## src/rtl/miss_entry_pkg.sv

```systemverilog
package miss_entry_pkg;
   // Outcome of a snoop against an in-service entry
   typedef enum logic [1:0] {
      SNP_IGNORE = 2'd0,
      SNP_RECORD = 2'd1,
      SNP_SHARE  = 2'd2
   } snp_act_e;
endpackage

```

## src/rtl/tgt_fifo.sv

```systemverilog
module tgt_fifo #(
   parameter int W     = 8,
   parameter int DEPTH = 8
) (
   input  logic                         clk,
   input  logic                         rst_n,
   input  logic                         push,
   input  logic [W-1:0]                 din,
   input  logic                         pop,
   output logic [W-1:0]                 head,
   output logic                         full,
   output logic                         empty,
   output logic [$clog2(DEPTH+1)-1:0]   level
);
   localparam int PTR_W = (DEPTH > 1) ? $clog2(DEPTH) : 1;
   localparam int LVL_W = $clog2(DEPTH+1);
   localparam bit POW2  = (DEPTH & (DEPTH-1)) == 0;

   logic [W-1:0]     mem [DEPTH];
   logic [PTR_W-1:0] rd_ptr, wr_ptr, rd_nxt, wr_nxt;
   logic             do_push, do_pop;

   assign full    = (level == LVL_W'(DEPTH));
   assign empty   = (level == '0);
   assign do_push = push & ~full;
   assign do_pop  = pop & ~empty;
   assign head    = mem[rd_ptr];

   generate
      if (POW2) begin : g_wrap_nat
         assign rd_nxt = rd_ptr + 1'b1;
         assign wr_nxt = wr_ptr + 1'b1;
      end else begin : g_wrap_cmp
         assign rd_nxt = (rd_ptr == PTR_W'(DEPTH-1)) ? '0 : rd_ptr + 1'b1;
         assign wr_nxt = (wr_ptr == PTR_W'(DEPTH-1)) ? '0 : wr_ptr + 1'b1;
      end
   endgenerate

   always_ff @(posedge clk) begin
      if (do_push) mem[wr_ptr] <= din;
   end

   always_ff @(posedge clk or negedge rst_n) begin
      if (!rst_n) begin
         rd_ptr <= '0;
         wr_ptr <= '0;
         level  <= '0;
      end else begin
         if (do_push) wr_ptr <= wr_nxt;
         if (do_pop)  rd_ptr <= rd_nxt;
         case ({do_push, do_pop})
            2'b10:   level <= level + 1'b1;
            2'b01:   level <= level - 1'b1;
            default: level <= level;
         endcase
      end
   end
endmodule

```

## src/rtl/req_router.sv

```systemverilog
module req_router (
   input  logic in_service,
   input  logic excl_need,
   input  logic pend_inv,
   input  logic def_empty,
   input  logic req_excl,
   output logic to_defer,
   output logic raise_excl,
   output logic raise_def_excl
);
   // After issue, a request waits for the next transaction if ordering or
   // ownership would otherwise be broken.
   assign to_defer       = in_service & (~def_empty | pend_inv | (~excl_need & req_excl));
   assign raise_excl     = ~in_service & req_excl;
   assign raise_def_excl = to_defer & req_excl;
endmodule

```

## src/rtl/snoop_resolver.sv

```systemverilog
module snoop_resolver
   import miss_entry_pkg::*;
(
   input  logic     pend_inv,
   input  logic     excl_need,
   input  logic     snp_excl,
   output snp_act_e act,
   output logic     inhibit,
   output logic     set_inv
);
   always_comb begin
      if (pend_inv)                  act = SNP_IGNORE;
      else if (excl_need | snp_excl) act = SNP_RECORD;
      else                           act = SNP_SHARE;
   end
   assign inhibit = (act == SNP_RECORD) & excl_need;
   assign set_inv = (act == SNP_RECORD) & snp_excl;
endmodule

```

## src/rtl/miss_track_entry.sv

```systemverilog
module miss_track_entry
   import miss_entry_pkg::*;
#(
   parameter int TAG_W  = 8,
   parameter int DEPTH  = 8,
   parameter int TIME_W = 16,
   localparam int CNT_W = $clog2(2*DEPTH+1)
) (
   input  logic              clk,
   input  logic              rst_n,
   input  logic [TIME_W-1:0] now_time,
   input  logic              alloc_valid,
   input  logic [TAG_W-1:0]  alloc_tag,
   input  logic              alloc_excl,
   output logic              alloc_ready,
   input  logic              issue,
   input  logic              cpu_valid,
   input  logic [TAG_W-1:0]  cpu_tag,
   input  logic              cpu_excl,
   output logic              cpu_ready,
   input  logic              snp_valid,
   input  logic [TAG_W-1:0]  snp_tag,
   input  logic              snp_excl,
   output logic              snp_ready,
   output logic              snp_inhibit,
   output logic              snp_shared,
   input  logic              fill_valid,
   output logic              fill_shared,
   input  logic              promote,
   output logic              promote_ok,
   input  logic              pop,
   output logic              head_valid,
   output logic [TAG_W-1:0]  head_tag,
   output logic              head_excl,
   output logic              head_cpu_side,
   output logic [TIME_W-1:0] head_time,
   input  logic              dealloc,
   output logic              dealloc_err,
   output logic              busy,
   output logic              in_service,
   output logic              excl_need,
   output logic              pend_inval,
   output logic              pend_shared,
   output logic [CNT_W-1:0]  tgt_count,
   output logic              pri_full,
   output logic              pri_empty,
   output logic              def_full,
   output logic              def_empty,
   output logic [TAG_W-1:0]  order_tag,
   output logic [TIME_W-1:0] ready_time
);
   localparam int LVL_W  = $clog2(DEPTH+1);
   localparam int ITEM_W = TAG_W + 2 + TIME_W;

   generate
      if (DEPTH < 2)  begin : g_bad_depth $error("DEPTH must be at least 2");  end
      if (TAG_W < 1)  begin : g_bad_tag   $error("TAG_W must be at least 1");  end
      if (TIME_W < 2) begin : g_bad_time  $error("TIME_W must be at least 2"); end
   endgenerate

   typedef struct packed {
      logic [TAG_W-1:0]  tag;
      logic              excl;
      logic              cpu_side;
      logic [TIME_W-1:0] stamp;
   } item_t;

   // role selects which physical list currently acts as the primary list
   logic        role, def_excl;
   item_t       phys_head [2];
   logic        phys_full [2], phys_empty [2], phys_push [2], phys_pop [2];
   logic [LVL_W-1:0] phys_lvl [2];
   logic [ITEM_W-1:0] phys_din [2];
   logic [LVL_W-1:0] lvl_pri, lvl_def;
   item_t       pri_head, def_head, pri_item, def_item;

   logic     to_defer, raise_excl, raise_def_excl;
   snp_act_e snp_act;
   logic     snp_inh_raw, snp_set_inv;
   logic     alloc_fire, promote_fire, snp_fire, cpu_fire, pop_fire, dealloc_fire;
   logic     pri_push, def_push, free_legal;

   assign pri_head   = phys_head[role];
   assign def_head   = phys_head[~role];
   assign pri_full   = phys_full[role];
   assign pri_empty  = phys_empty[role];
   assign def_full   = phys_full[~role];
   assign def_empty  = phys_empty[~role];
   assign lvl_pri    = phys_lvl[role];
   assign lvl_def    = phys_lvl[~role];

   req_router u_router (
      .in_service(in_service), .excl_need(excl_need), .pend_inv(pend_inval),
      .def_empty(def_empty), .req_excl(cpu_excl), .to_defer(to_defer),
      .raise_excl(raise_excl), .raise_def_excl(raise_def_excl));

   snoop_resolver u_snoop (
      .pend_inv(pend_inval), .excl_need(excl_need), .snp_excl(snp_excl),
      .act(snp_act), .inhibit(snp_inh_raw), .set_inv(snp_set_inv));

   // acceptance, in priority order: allocate, promote, snoop, processor
   assign alloc_ready  = ~busy;
   assign alloc_fire   = alloc_valid & ~busy;
   assign promote_fire = promote & busy & ~def_empty & pri_empty;
   assign promote_ok   = promote_fire;
   assign snp_ready    = busy & in_service & ~promote &
                         ~((snp_act == SNP_RECORD) & pri_full);
   assign snp_fire     = snp_valid & snp_ready;
   assign cpu_ready    = busy & ~promote & ~snp_valid & (to_defer ? ~def_full : ~pri_full);
   assign cpu_fire     = cpu_valid & cpu_ready;
   assign pop_fire     = pop & busy & ~pri_empty;

   assign snp_inhibit  = snp_fire & snp_inh_raw;
   assign snp_shared   = snp_fire & (snp_act == SNP_SHARE);
   assign fill_shared  = fill_valid & busy & pend_shared;

   assign free_legal   = pri_empty & def_empty & (tgt_count == '0);
   assign dealloc_err  = dealloc & ~free_legal;
   assign dealloc_fire = dealloc & busy & free_legal;

   assign pri_push = alloc_fire | (cpu_fire & ~to_defer) | (snp_fire & (snp_act == SNP_RECORD));
   assign def_push = cpu_fire & to_defer;

   always_comb begin
      if (alloc_fire)    pri_item = '{tag: alloc_tag, excl: alloc_excl, cpu_side: 1'b1, stamp: now_time};
      else if (snp_fire) pri_item = '{tag: snp_tag,   excl: snp_excl,   cpu_side: 1'b0, stamp: now_time};
      else               pri_item = '{tag: cpu_tag,   excl: cpu_excl,   cpu_side: 1'b1, stamp: now_time};
   end
   assign def_item = '{tag: cpu_tag, excl: cpu_excl, cpu_side: 1'b1, stamp: now_time};

   for (genvar k = 0; k < 2; k++) begin : g_list
      logic is_pri;
      assign is_pri       = (k == 1) ? role : ~role;
      assign phys_push[k] = is_pri ? pri_push : def_push;
      assign phys_din[k]  = is_pri ? pri_item : def_item;
      assign phys_pop[k]  = is_pri & pop_fire;
      tgt_fifo #(.W(ITEM_W), .DEPTH(DEPTH)) u_fifo (
         .clk(clk), .rst_n(rst_n), .push(phys_push[k]), .din(phys_din[k]),
         .pop(phys_pop[k]), .head(phys_head[k]), .full(phys_full[k]),
         .empty(phys_empty[k]), .level(phys_lvl[k]));
   end

   assign head_valid    = busy & ~pri_empty;
   assign head_tag      = pri_head.tag;
   assign head_excl     = pri_head.excl;
   assign head_cpu_side = pri_head.cpu_side;
   assign head_time     = pri_head.stamp;

   always_ff @(posedge clk or negedge rst_n) begin
      if (!rst_n) begin
         busy        <= 1'b0;
         in_service  <= 1'b0;
         excl_need   <= 1'b0;
         def_excl    <= 1'b0;
         pend_inval  <= 1'b0;
         pend_shared <= 1'b0;
         role        <= 1'b0;
         tgt_count   <= '0;
         order_tag   <= '0;
         ready_time  <= '0;
      end else begin
         tgt_count <= tgt_count + CNT_W'(pri_push) + CNT_W'(def_push) - CNT_W'(pop_fire);
         if (alloc_fire) begin
            busy        <= 1'b1;
            in_service  <= 1'b0;
            excl_need   <= alloc_excl;
            def_excl    <= 1'b0;
            pend_inval  <= 1'b0;
            pend_shared <= 1'b0;
            order_tag   <= alloc_tag;
            ready_time  <= now_time;
         end else if (dealloc_fire) begin
            busy       <= 1'b0;
            in_service <= 1'b0;
         end else begin
            if (promote_fire) begin
               role        <= ~role;
               excl_need   <= def_excl;
               def_excl    <= 1'b0;
               pend_inval  <= 1'b0;
               pend_shared <= 1'b0;
               in_service  <= 1'b0;
               order_tag   <= def_head.tag;
               ready_time  <= (now_time > def_head.stamp) ? now_time : def_head.stamp;
            end else if (issue & busy) begin
               in_service <= 1'b1;
            end
            if (snp_fire & snp_set_inv)               pend_inval  <= 1'b1;
            if (snp_fire & (snp_act == SNP_SHARE))    pend_shared <= 1'b1;
            if (cpu_fire & raise_excl)                excl_need   <= 1'b1;
            if (cpu_fire & raise_def_excl)            def_excl    <= 1'b1;
         end
      end
   end
endmodule

```

## config.mk

```make
export PLATFORM = sky130hd
export DESIGN_NAME = miss_track_entry
export DESIGN_NICKNAME = d
export VERILOG_FILES = /design/src/rtl/miss_entry_pkg.sv /design/src/rtl/tgt_fifo.sv /design/src/rtl/req_router.sv /design/src/rtl/snoop_resolver.sv /design/src/rtl/miss_track_entry.sv
export SDC_FILE = /design/constraint.sdc
export NUM_CORES = 1
export LEC_CHECK = 0
export BUFFER_PORTS_ARGS = -buffer_cell sky130_fd_sc_hd__clkbuf_2
export CAP_MARGIN = 30
export CELL_PAD_IN_SITES_DETAIL_PLACEMENT = 0
export CELL_PAD_IN_SITES_GLOBAL_PLACEMENT = 1
export CORE_MARGIN = 1
export CORE_UTILIZATION = 46
export DETAILED_ROUTE_END_ITERATION = 12
export PLACE_DENSITY_LB_ADDON = 0.3
export REMOVE_ABC_BUFFERS = 1
export SYNTH_ARGS = -nofsm -noshare
export SYNTH_HDL_FRONTEND = slang
export SYNTH_HIERARCHICAL = 1
export SYNTH_SLANG_ARGS = --single-unit
export TNS_END_PERCENT = 20
```

## constraint.sdc

```tcl
create_clock -name clk -period 13 [get_ports clk]
set_input_delay 2.6 -clock clk [delete_from_list [all_inputs] [get_ports clk]]
set_output_delay 2.6 -clock clk [all_outputs]
set_load 0.1 [all_outputs]
```

# [Word-level counts from Yosys, hierarchy flattened]
# Memories as Yosys holds them, arrays and structs flattened.
# Cells that the tools add are included.
# W data, S select, Z words.
[word_totals] reg_bits=56 latchBits=0 ram_bits=416 mem_bits_ro=0 output_inout_bits=73 word_cells=189 memories=2
[memory_table] name="g_list[0].u_fifo.mem" depth=8 word_bits=26 rd=1 rd_ports_with_merged_regs=0 write_ports=1 line="tgt_fifo.sv:19" rtl="logic [W-1:0] mem [DEPTH];"
[memory_table] name="g_list[1].u_fifo.mem" depth=8 word_bits=26 rd=1 rd_ports_with_merged_regs=0 write_ports=1 line="tgt_fifo.sv:19"
[classes] n_addsub=11 n_mul=0 div=0 order_cmp=3 eq_ne=9 shifts=0 n_mux=60 bitwise=70 n_reduce_logical=18
[ops] cell="$mux W26" count=10
[ops] cell="$mux W16" count=4
[ops] cell="$and A1 B1 Y1" count=44
[ops] cell="$mux W1" count=39
[ops] cell="$mux W8" count=3
[ops] cell="$not A1 Y1" count=19
[ops] cell="$gt A16 B16 Y1" count=1
[ops] cell="$pmux W4 S2" count=2
[ops] cell="$add A3 B1 Y3 const B" count=4
[ops] cell="$reduce_bool A3 Y1" count=4
[ops] cell="$add A5 B1 Y5" count=2
[ops] cell="$reduce_and A2 Y1" count=5
[ops] cell="$add A4 B1 Y4 const B" count=2
[ops] cell="$eq A4 B4 Y1 const B" count=2
[ops] cell="$logic_not A4 Y1" count=2
[ops] cell="$reduce_bool A2 Y1" count=4
[ops] cell="$sub A4 B1 Y4 const B" count=2
[ops] cell="$eq A2 B1 Y1 const B" count=3
[ops] cell="$eq A2 B2 Y1 const B" count=3
[ops] cell="$logic_not A5 Y1" count=1
[ops] cell="$or A1 B1 Y1" count=5
[ops] cell="$sub A5 B1 Y5" count=1
[ops] cell="$ge A2 B2 Y1 const B" count=2
[ops] cell="$mux W2" count=2
[ops] cell="4 further kinds" count=5

# [Logic depth before layout (Yosys ltp)]
# Gate-level depths: netlist of the first run.
[depth] depth_word=19 depth_mapped=21

# [By module]
# Netlist of the first run, hierarchy kept.
[by_module_without_submodules] module="tgt_fifo" n_inst=2 cells_each=368 area_each_um2=8717.1
[by_module_without_submodules] module="miss_track_entry" n_inst=1 cells_each=362 area_each_um2=3215.6
[by_module_without_submodules] module="req_router" n_inst=1 cells_each=6 area_each_um2=46.3
[by_module_without_submodules] module="snoop_resolver" n_inst=1 cells_each=4 area_each_um2=27.5

# [Worst setup path after synthesis of the first run]
# No wires, ideal clock.
[synth_path] kind="in2out" from="in snp_excl" to="out snp_shared" t_arrival_ns=7.492 t_required_ns=10.400 slack_ns=2.908 stages=6 n_path_buf=1 cell_sequence="nor3_1 -> inv_1 -> a31oi_1 -> nand2_1 -> clkbuf_1 -> nor3_1"
[synth_between] elab_chain_len=9 word_cells_on_any_way=10
[synth_lines] item="start, declared" line="miss_track_entry.sv:23" rtl="input logic snp_excl,"
[synth_lines] item="$or A1 B1 Y1" line="snoop_resolver.sv:13" rtl="else if (excl_need | snp_excl) act = SNP_RECORD;"
[synth_lines] item="$mux W2" line="snoop_resolver.sv:13"
[synth_lines] item="$mux W2" line="snoop_resolver.sv:12" rtl="if (pend_inv) act = SNP_IGNORE;"
[synth_lines] item="$eq A2 B1 Y1" line="miss_track_entry.sv:107" rtl="~((snp_act == SNP_RECORD) & pri_full);"
[synth_lines] item="$and A1 B1 Y1" line="miss_track_entry.sv:107"
[synth_lines] item="$not A1 Y1" line="miss_track_entry.sv:107"
[synth_lines] item="$and A1 B1 Y1" line="miss_track_entry.sv:106" rtl="assign snp_ready = busy & in_service & ~promote &"
[synth_lines] item="net snp_ready" line="miss_track_entry.sv:24" rtl="output logic snp_ready,"
[synth_lines] item="$and A1 B1 Y1" line="miss_track_entry.sv:108" rtl="assign snp_fire = snp_valid & snp_ready;"
[synth_lines] item="$and A1 B1 Y1" line="miss_track_entry.sv:114" rtl="assign snp_shared = snp_fire & (snp_act == SNP_SHARE);"
[synth_lines] item="end, declared" line="miss_track_entry.sv:26" rtl="output logic snp_shared,"
# The timed path passes the listed nets, and every way through them passes these cells.

# [Worst setup path in the final report of the first run]
[layout_path] from="in snp_excl" to="out snp_shared"
[layout_between] elab_chain_len=9 word_cells_on_any_way=10
[layout_lines] item="$or A1 B1 Y1 *" line="snoop_resolver.sv:13"
[layout_lines] item="$mux W2 *" line="snoop_resolver.sv:13"
[layout_lines] item="$mux W2 *" line="snoop_resolver.sv:12"
[layout_lines] item="net snp_act[1]" line="miss_track_entry.sv:78" rtl="snp_act_e snp_act;"
[layout_lines] item="$eq A2 B1 Y1" line="miss_track_entry.sv:107"
[layout_lines] item="$and A1 B1 Y1" line="miss_track_entry.sv:107"
[layout_lines] item="$not A1 Y1" line="miss_track_entry.sv:107"
[layout_lines] item="$and A1 B1 Y1" line="miss_track_entry.sv:106"
[layout_lines] item="$and A1 B1 Y1" line="miss_track_entry.sv:108"
[layout_lines] item="$and A1 B1 Y1 *" line="miss_track_entry.sv:114"
# Mark *: on every way through the listed nets, which the timed path passes. The rest lies on a longest branch.

==> metrics.cfg, run 1 <==
[clock_network]
cts_tree=done
clockBufferDepth=3
clk_latency_ns=0.58
root_buffer=clkbuf_16
cts-hold-fix-buffers=0
cts_max_level=2
cts.sinks=472
ctsResizeCount=0
numCtsBuffers=50
cts_setup_buffers=0
path_clk_slew_ns=0.06

[die]
die_area_mm2=0.04591
die-width_um=214.3
num_rows=77
io_pins=126
initial_core_util=0.4676
die_h_um=214.3
coreArea_mm2=0.04432

[critical_path]
critPathLaunchType=input pin
critPathArrivalTime_ns=4.64
rrSetupSlack_ns=7.45
critPathCaptureType=primary output
crit_type=input pin to primary output
cp.required_ns=10.40
critPathMaxFanout=16

[synth]
yosysSeqAreaShare=0.6704
synth_area_leader_cell=edfxtp_1
syn_area_per_cell_um2=18.70
yosys_warnings=6
synth_area_leaders=edfxtp_1 (60%), mux4_1 (10%), dfrtp_1 (6.8%)
yosys.area.top_type_share=0.6028
ys_ff_latch=472
synth_edf_count=416
synth_top_flop_cell=edfxtp_1
synthesis.area_mm2=0.02072
synth-async-reset-ratio=0.1186
netlist_instances=1108
synth_cell_types=62

[min_path]
hp-class=flip-flop to flip-flop

[run_status]
status=completed

[sta]
tns_ns=0
fmaxAchievable_mhz=138.1
finalCritPeriodShare=0.5570
worst_pin_slew_ns=0.9921
finalMaxSlewViolations=0
post-route-min-period_ns=7.242
worst_clock_skew_ns=0.02165
maxSlewHeadroom=0.3386
rsz0062_at_grt=false
setup_viol=0
hold_viol=0

[final_layout]
layout_commonest_cell=edfxtp_1
nNetsFinal=1348
mostFrequentLayoutCells=edfxtp_1 (416), clkbuf_2 (124), mux2_2 (103)
drive_above_1_share=0.3134
area_delta_synth_final_pct=14.95
diodes=0

[routing]
drc_errors=0
ant_nets=0
drtPass1Iterations=7
first_iter_violations=704
wirelength_mm=45.66
wl_met1_mm=20.17
wl_met3_mm=2.515
top_layer=met5
wl_per_cell_um=24.11
met2WireLength_mm=22.04
vias=10840
avgViaCountPerCell=5.724

[global_route]
grt_pass1_vias=11050
grt_pass1_wl_mm=68.71
overflow=0
grt_use_total=0.2011
grt_max_degree=57
antenna_found_initial=2

[placed_design]
hpwl_mm=27.10
port_buffers=125
gp_congestion=0.7634

[job]
cap_violations=0

-- registers in the layout (all words and copies together), names as in the netlist, 5 cells and up --
register	cells
g_list.u_fifo/level	8
g_list.u_fifo/mem	416
g_list.u_fifo/rd_ptr	6
g_list.u_fifo/wr_ptr	6
order_tag	8
ready_time	16
tgt_count	5
-- cell type report --
cell class / instances / area (µm²)
fill: 3512 / 20500
timing repair buffer: 156 / 1013
clock inverter: 30 / 329.1
sequential: 472 / 13900
inverter: 44 / 165.2
clock buffer: 64 / 1418
multi-input combinational: 536 / 6254
tap: 592 / 740.7
-- cell usage after synthesis, types with 5 or more instances --
master / n
a21oi_1: 30
a221o_1: 10
a221o_2: 6
and3_1: 20
buf_2: 6
buf_6: 13
clkbuf_1: 13
clkbuf_8: 18
dfrtp_1: 56
edfxtp_1: 416
ha_1: 31
inv_1: 43
mux2_2: 103
mux2i_1: 13
mux4_1: 80
mux4_2: 24
nand2_1: 40
nand2b_1: 5
nand3_1: 12
nor2_1: 33
nor2b_1: 6
nor3_1: 12
nor3b_1: 8
nor4_1: 7
o21ai_0: 18
o22ai_1: 8
xnor2_1: 14
-- per-stage QoR --
step | instance area, µm² | worst slack, ns | util | hold slack (ns) | cells
2_1_floorplan | 20210 | 2.809 | - | 0.4738 | 1052
3_5_place_dp | 21990 | 5.774 | 0.4962 | 0.4677 | 1797
3_3_place_gp | 21860 | 5.848 | 0.4933 | 0.4598 | 1792
5_1_grt | 23820 | 5.507 | 0.5375 | 0.4965 | 1894
4_1_cts | 23740 | 5.766 | 0.5357 | 0.4821 | 1891
6_report | 23820 | 5.758 | 0.5375 | 0.4809 | 1894
-- final timing paths --
| check | startpoint | end | cells past startpoint |
|---|---|---|---|
| max | snp_excl | snp_shared | 7 |
| min | g_list[0].u_fifo/rd_ptr[2] | g_list[0].u_fifo/rd_ptr[2] | 1 |
| max reg2reg | g_list[1].is_pri | g_list[1].u_fifo/level[3] | 17 |
| min reg2reg | g_list[0].u_fifo/rd_ptr[2] | g_list[0].u_fifo/rd_ptr[2] | 1 |
| max in group asynchronous | rst_n | g_list[1].is_pri | 1 |
| min in group asynchronous | rst_n | tgt_count[3] | 1 |
-- logic make-up after synthesis --
logic type                 count (synthesis)  share of synthesized area
DFF                                      472                     0.6704
muxes                                    220                     0.1898
and+or+nand+nor                          161                    0.04160
AOI/OAI and AO/OA                        102                    0.03532
buffers and inverters                    100                    0.03272
adders and majority gates                 35                    0.02258
xor gates and xnor gates                  18                   0.007607
-- routing by layer --
metal | GRT usage | up-vias
met2 | 0.3279 | 307
met3 | 0.03929 | 66
met5 | 0 | -
met4 | 0.05500 | 4
li1 | - | 4832
met1 | 0.2770 | 5633
-- worst max-delay path, stage by stage --
cell and delay, ns:
clkbuf_2 0.11, nor3_1 0.20, inv_1 0.11, a31oi_1 0.24, nand2_1 0.55, nor3_1 0.33
clkbuf_2 0.50
Power of run 1 is not shown: default switching activity piles up to over one toggle a cycle in this logic, so the estimate is an artifact.
==> inputs of run 2 (changes only) <==
clock period = 6.5 ns   (was 13 ns; I/O delays follow)
==> run 2 against run 1 <==
  * Flip-flop and latch count is the same
  * Global-route usage rose by 0.26 points
  * First-iteration DRC count up 11%
  * Clock-buffer cell count up 9
  * Cell count is 0.16% lower
  * Core utilization shrank 0.47 points
  * Largest cell class unchanged
  * Critical path type is now flip-flop to primary output
  * Non-clock buffer count is 2 higher
  * Cell area shrank 0.87%
  * Highest routed layer is now met4
==> metrics.cfg, run 2 (same netlist as run 1, synthesis figures left out) <==
[run_status]
status=completed

[critical_path]
critical_path.slowest_cell=dfrtp_2
critPathLaunch=g_list[0].u_fifo/rd_ptr[0]
critPathCaptureType=primary output
crit_cells=6  ; -1
critPathLaunchType=flip-flop
cp-endpoint=head_tag[3]
r2r-start=g_list[0].u_fifo/level[0]
crit_type=flip-flop to primary output
cpPeakStageDelay_ns=0.95  ; +0.40 ns
rrSetupSlack_ns=1.39  ; -6.06 ns
cp.required_ns=5.20  ; -5.20 ns
crit_chain=buf_4 -> buf_4 -> mux4_1 -> mux2_2 -> mux2_2 -> clkbuf_2
critPathMaxFanout=26  ; +10
r2r_end=g_list[1].u_fifo/level[3]
crit_family=multiplexers
crit_buf_inv=3  ; unchanged
critPathArrivalTime_ns=3.87  ; -0.77 ns
reg2reg_depth=17  ; unchanged

[global_route]
grt_util_met1=0.2840  ; +0.006996
grt-busiest-layer=met2
use_met2=0.3376  ; +0.009632
use_met3=0.02936  ; -0.009929
grt_pass1_vias=11250  ; +1.8%
grt_use_total=0.2037  ; +0.002611
antenna_found_initial=0  ; -2
overflow=0  ; unchanged
grt_pass1_wl_mm=69.41  ; +1.0%
grt_max_degree=57  ; unchanged

[sta]
timing.final.ws_setup_ns=1.331  ; -4.428 ns
tns_ns=0  ; unchanged
maxSlewHeadroom=0.3435  ; +0.004909
setup_viol=0  ; unchanged
finalCritPeriodShare=0.7953
hold_ws_ns=0.5191  ; +0.03819 ns
post-route-min-period_ns=5.169
rsz0062_at_grt=false
hold_viol=0  ; unchanged
finalMaxSlewViolations=0  ; unchanged
worst_pin_slew_ns=0.9824  ; -0.009695 ns
fmaxAchievable_mhz=193.4
worst_clock_skew_ns=0.02205  ; +0.0004052 ns

[placed_design]
hpwl_mm=27.99  ; +3.3%
gp_congestion=0.7570  ; -0.84%
place_area_mm2=0.02197  ; -0.11%
place_ws_ns=1.058  ; -4.716 ns
port_buffers=125  ; unchanged

[die]
num_rows=77  ; unchanged
die-width_um=214.3  ; unchanged
die_h_um=214.3  ; unchanged
initial_core_util=0.4676  ; unchanged
coreArea_mm2=0.04432  ; unchanged
die_area_mm2=0.04591  ; unchanged
io_pins=126  ; unchanged

[routing]
wirelength_mm=46.14  ; +1.1%
wl_per_cell_um=24.40  ; +1.2%
drtPass1Iterations=5  ; -2
first_iter_violations=780  ; +11%
ant_nets=0  ; unchanged
avgViaCountPerCell=5.711  ; -0.23%
drc_errors=0  ; unchanged
vias=10800  ; -0.39%

[clock_network]
numCtsBuffers=49  ; -2.0%
cts_max_level=2  ; unchanged
cts.sinks=472  ; unchanged
root_buffer=clkbuf_16
clk_latency_ns=0.57  ; about the same
cts_setup_buffers=0  ; unchanged
clockBufferDepth=3  ; unchanged
path_clk_slew_ns=0.06  ; about the same
cts-hold-fix-buffers=0  ; unchanged
cts_tree=done
ctsResizeCount=0  ; unchanged

[final_layout]
regMostFlops=g_list.u_fifo/mem
drive_above_1_share=0.3048  ; -0.008514
largest_reg_flops=416  ; unchanged
layout_commonest_cell=edfxtp_1
finalInstanceArea_mm2=0.02361  ; -0.87%
nNetsFinal=1349  ; +0.074%
fill_cells=3547  ; +1.0%
mostFrequentLayoutCells=edfxtp_1 (416), clkbuf_2 (124), mux2_2 (103)
area_delta_synth_final_pct=13.95
diodes=0  ; unchanged
largest_registers=g_list.u_fifo/mem x416, ready_time x16

[min_path]
hp-class=flip-flop to flip-flop

[job]
cap_violations=0  ; unchanged

[run 2: how the worst min path moves through the flow]
stage | from | endpoint | slack (ns) | cells after the start
after floorplan | def_excl | def_excl | 0.47 | 1
after global placement | pend_shared | pend_shared | 0.51 | 2
after detailed placement | pend_shared | pend_shared | 0.51 | 2
after CTS | pend_shared | pend_shared | 0.52 | 2
after global routing | pend_shared | pend_shared | 0.56 | 2
final | pend_shared | pend_shared | 0.52 | 2
[run 2: tightest hold or removal path, cell delays in order (launching register included)]
cell     delay [ns]
dfrtp_1        0.36
nand2_1        0.07
o41ai_1        0.06
[run 2: area by class of cell]
type                    instances  area [µm²]  area share
clock buffers                  73        1366     0.05786
clock inverters                16       232.7    0.009855
flip-flops and latches        472       13900      0.5887
repair buffers                158       953.4     0.04038
well taps                     592       740.7     0.03137
multi-input cells             536        6254      0.2648
inverters                      44       165.2    0.006994
[run 2: stage by stage]
stage / instances / util
6_report: 1891 / 0.5328
3_3_place_gp: 1798 / 0.4949
5_1_grt: 1891 / 0.5328
2_1_floorplan: 1052 / -
3_5_place_dp: 1800 / 0.4957
4_1_cts: 1889 / 0.5318
[run 2: metal layers]
layer | routed length, µm | part of all wire
met1 | 20800 | 0.45
met2 | 22520 | 0.49
met3 | 2038 | 0.044
met4 | 782 | 0.017
met5 | 0 | 0
Power of run 2 is left out for the same reason.
==> inputs of run 3 (changes only) <==
clock period = 4.6 ns   (was 6.5 ns; I/O delays follow)
==> run 3 against run 2 <==
  * Cell count rose by 2.3%
  * Global-route usage grew 1.2 points
  * Clock skew rose by 0.0047 ns
  * Die area unchanged
  * Sequential share of layout area is 1.4 points lower
  * Setup slack got worse by 1.1 ns
  * Clock-buffer cell count down 12
==> metrics.cfg, run 3 (same netlist as run 1, synthesis figures left out) <==
[sta]
finalMaxSlewViolations=0  ; unchanged
rsz0062_at_grt=false
hold_viol=0  ; unchanged
fmaxAchievable_mhz=228.7
worst_clock_skew_ns=0.02678  ; +0.004734 ns
maxSlewHeadroom=0.3823  ; +0.03878
post-route-min-period_ns=4.372
setup_viol=0  ; unchanged
worst_pin_slew_ns=0.9265  ; -0.05584 ns
finalCritPeriodShare=0.9505

[critical_path]
cp.required_ns=5.06  ; -0.14 ns
crit_type=flip-flop to flip-flop
critPathArrivalTime_ns=4.83  ; +0.96 ns
critPathMaxFanout=7  ; -73%
critPathLaunch=g_list[0].u_fifo/level[1]
r2r_end=g_list[0].u_fifo/level[3]
reg2reg_depth=17  ; unchanged
critPathCaptureType=flip-flop
rrSetupSlack_ns=0.23  ; -1.16 ns
r2r-start=g_list[0].u_fifo/level[1]
critPathLaunchType=flip-flop

[routing]
ant_nets=0  ; unchanged
drc_errors=0  ; unchanged
drtPass1Iterations=5  ; unchanged
wl_per_cell_um=25.35  ; +3.9%
avgViaCountPerCell=5.757  ; +0.81%
vias=11140  ; +3.1%
wirelength_mm=49.03  ; +6.3%
first_iter_violations=902  ; +16%

[global_route]
grt_max_degree=70  ; +23%
overflow=0  ; unchanged
grt_use_total=0.2160  ; +0.01232
antenna_found_initial=0  ; unchanged
grt_pass1_vias=11410  ; +1.5%
grt_pass1_wl_mm=72.74  ; +4.8%

[final_layout]
layout_commonest_cell=edfxtp_1
finalInstanceArea_mm2=0.02419  ; +2.4%
largest_registers=g_list.u_fifo/mem x416, ready_time x16
largest_reg_flops=416  ; unchanged
area_delta_synth_final_pct=16.71
mostFrequentLayoutCells=edfxtp_1 (416), clkbuf_2 (124), mux2_2 (103)
regMostFlops=g_list.u_fifo/mem
drive_above_1_share=0.3368  ; +0.03196
diodes=0  ; unchanged
nNetsFinal=1389  ; +3.0%

[die]
die_area_mm2=0.04591  ; unchanged
die_h_um=214.3  ; unchanged
coreArea_mm2=0.04432  ; unchanged
initial_core_util=0.4676  ; unchanged
num_rows=77  ; unchanged
die-width_um=214.3  ; unchanged
io_pins=126  ; unchanged

[placed_design]
place_area_mm2=0.02229  ; +1.5%
hpwl_mm=31.15  ; +11%
gp_congestion=0.8030  ; +6.1%
port_buffers=125  ; unchanged

[clock_network]
cts_max_level=2  ; unchanged
ctsResizeCount=1  ; +1
root_buffer=clkbuf_16
cts_tree=done
clockBufferDepth=3  ; unchanged
cts-hold-fix-buffers=0  ; unchanged
cts_setup_buffers=0  ; unchanged
path_clk_slew_ns=0.06  ; about the same
clk_latency_ns=0.60  ; +0.03 ns
numCtsBuffers=50  ; +2.0%
cts.sinks=472  ; unchanged

[job]
cap_violations=0  ; unchanged

[run_status]
status=completed

[min_path]
hp-class=input pin to async pin

run 3: cell count changes in the layout (fill, tap and decap cells not counted), sizes merged:
cell,before,now
clkbuf,197,185
bufinv,6,13
buf,34,73
clkinv,9,18
run 3: worst max path at each step:
stage / depth (start not counted) / to
final: 17 / g_list[0].u_fifo/level[3]
after global routing: 17 / g_list[0].u_fifo/level[3]
after CTS: 16 / g_list[1].u_fifo/level[3]
after detailed placement: 15 / g_list[1].u_fifo/level[3]
after global placement: 15 / g_list[1].u_fifo/level[3]
after floorplan: 11 / g_list[1].u_fifo/mem[0][0]
run 3: final cells by class:
class / count / area [µm²]
timing repair buffer: 197 / 1231
sequential: 472 / 13900
inverter: 44 / 165.2
tap: 592 / 740.7
multi-input combinational: 536 / 6296
clock buffer: 61 / 1344
clock inverter: 32 / 506.7
fill: 3508 / 20130
run 3: through the flow:
stage | std cells | setup TNS (ns) | hold slack (ns) | utilization | setup WS (ns)
global route | 1934 | 0 | 0.4860 | 0.5458 | 0.002272
detailed placement | 1841 | -0.01494 | 0.5005 | 0.5030 | -0.01494
CTS | 1934 | 0 | 0.4760 | 0.5449 | 0.05344
floorplan | 1052 | -1794.78 | 0.4738 | - | -4.530
finish | 1934 | 0 | 0.4509 | 0.5458 | 0.2279
global placement | 1841 | 0 | 0.4896 | 0.5030 | 0.1135
run 3: metal layers:
| layer | wire [µm] | track usage | share of wire |
|---|---|---|---|
| met5 | 0 | 0 | 0 |
| met4 | 837 | 0.04976 | 0.017 |
| met3 | 3219 | 0.04213 | 0.066 |
| met2 | 23740 | 0.3542 | 0.48 |
| met1 | 21230 | 0.2998 | 0.43 |
run 3: critical path, cell delays in order, from the launching register on:
cell and delay, ns:
dfrtp_2 0.45, nor4_4 0.33, mux2_2 0.23, nor2b_4 0.16
a21boi_2 0.08, xor2_1 0.15, mux2_2 0.37, nor4_4 0.16
nand2_1 0.13, o221a_2 0.30, mux2i_1 0.16, buf_4 0.15
nand2_4 0.08, ha_1 0.22, ha_1 0.35, or4b_2 0.67
o311ai_0 0.13, o211ai_1 0.12
Power of run 3 is left out for the same reason.
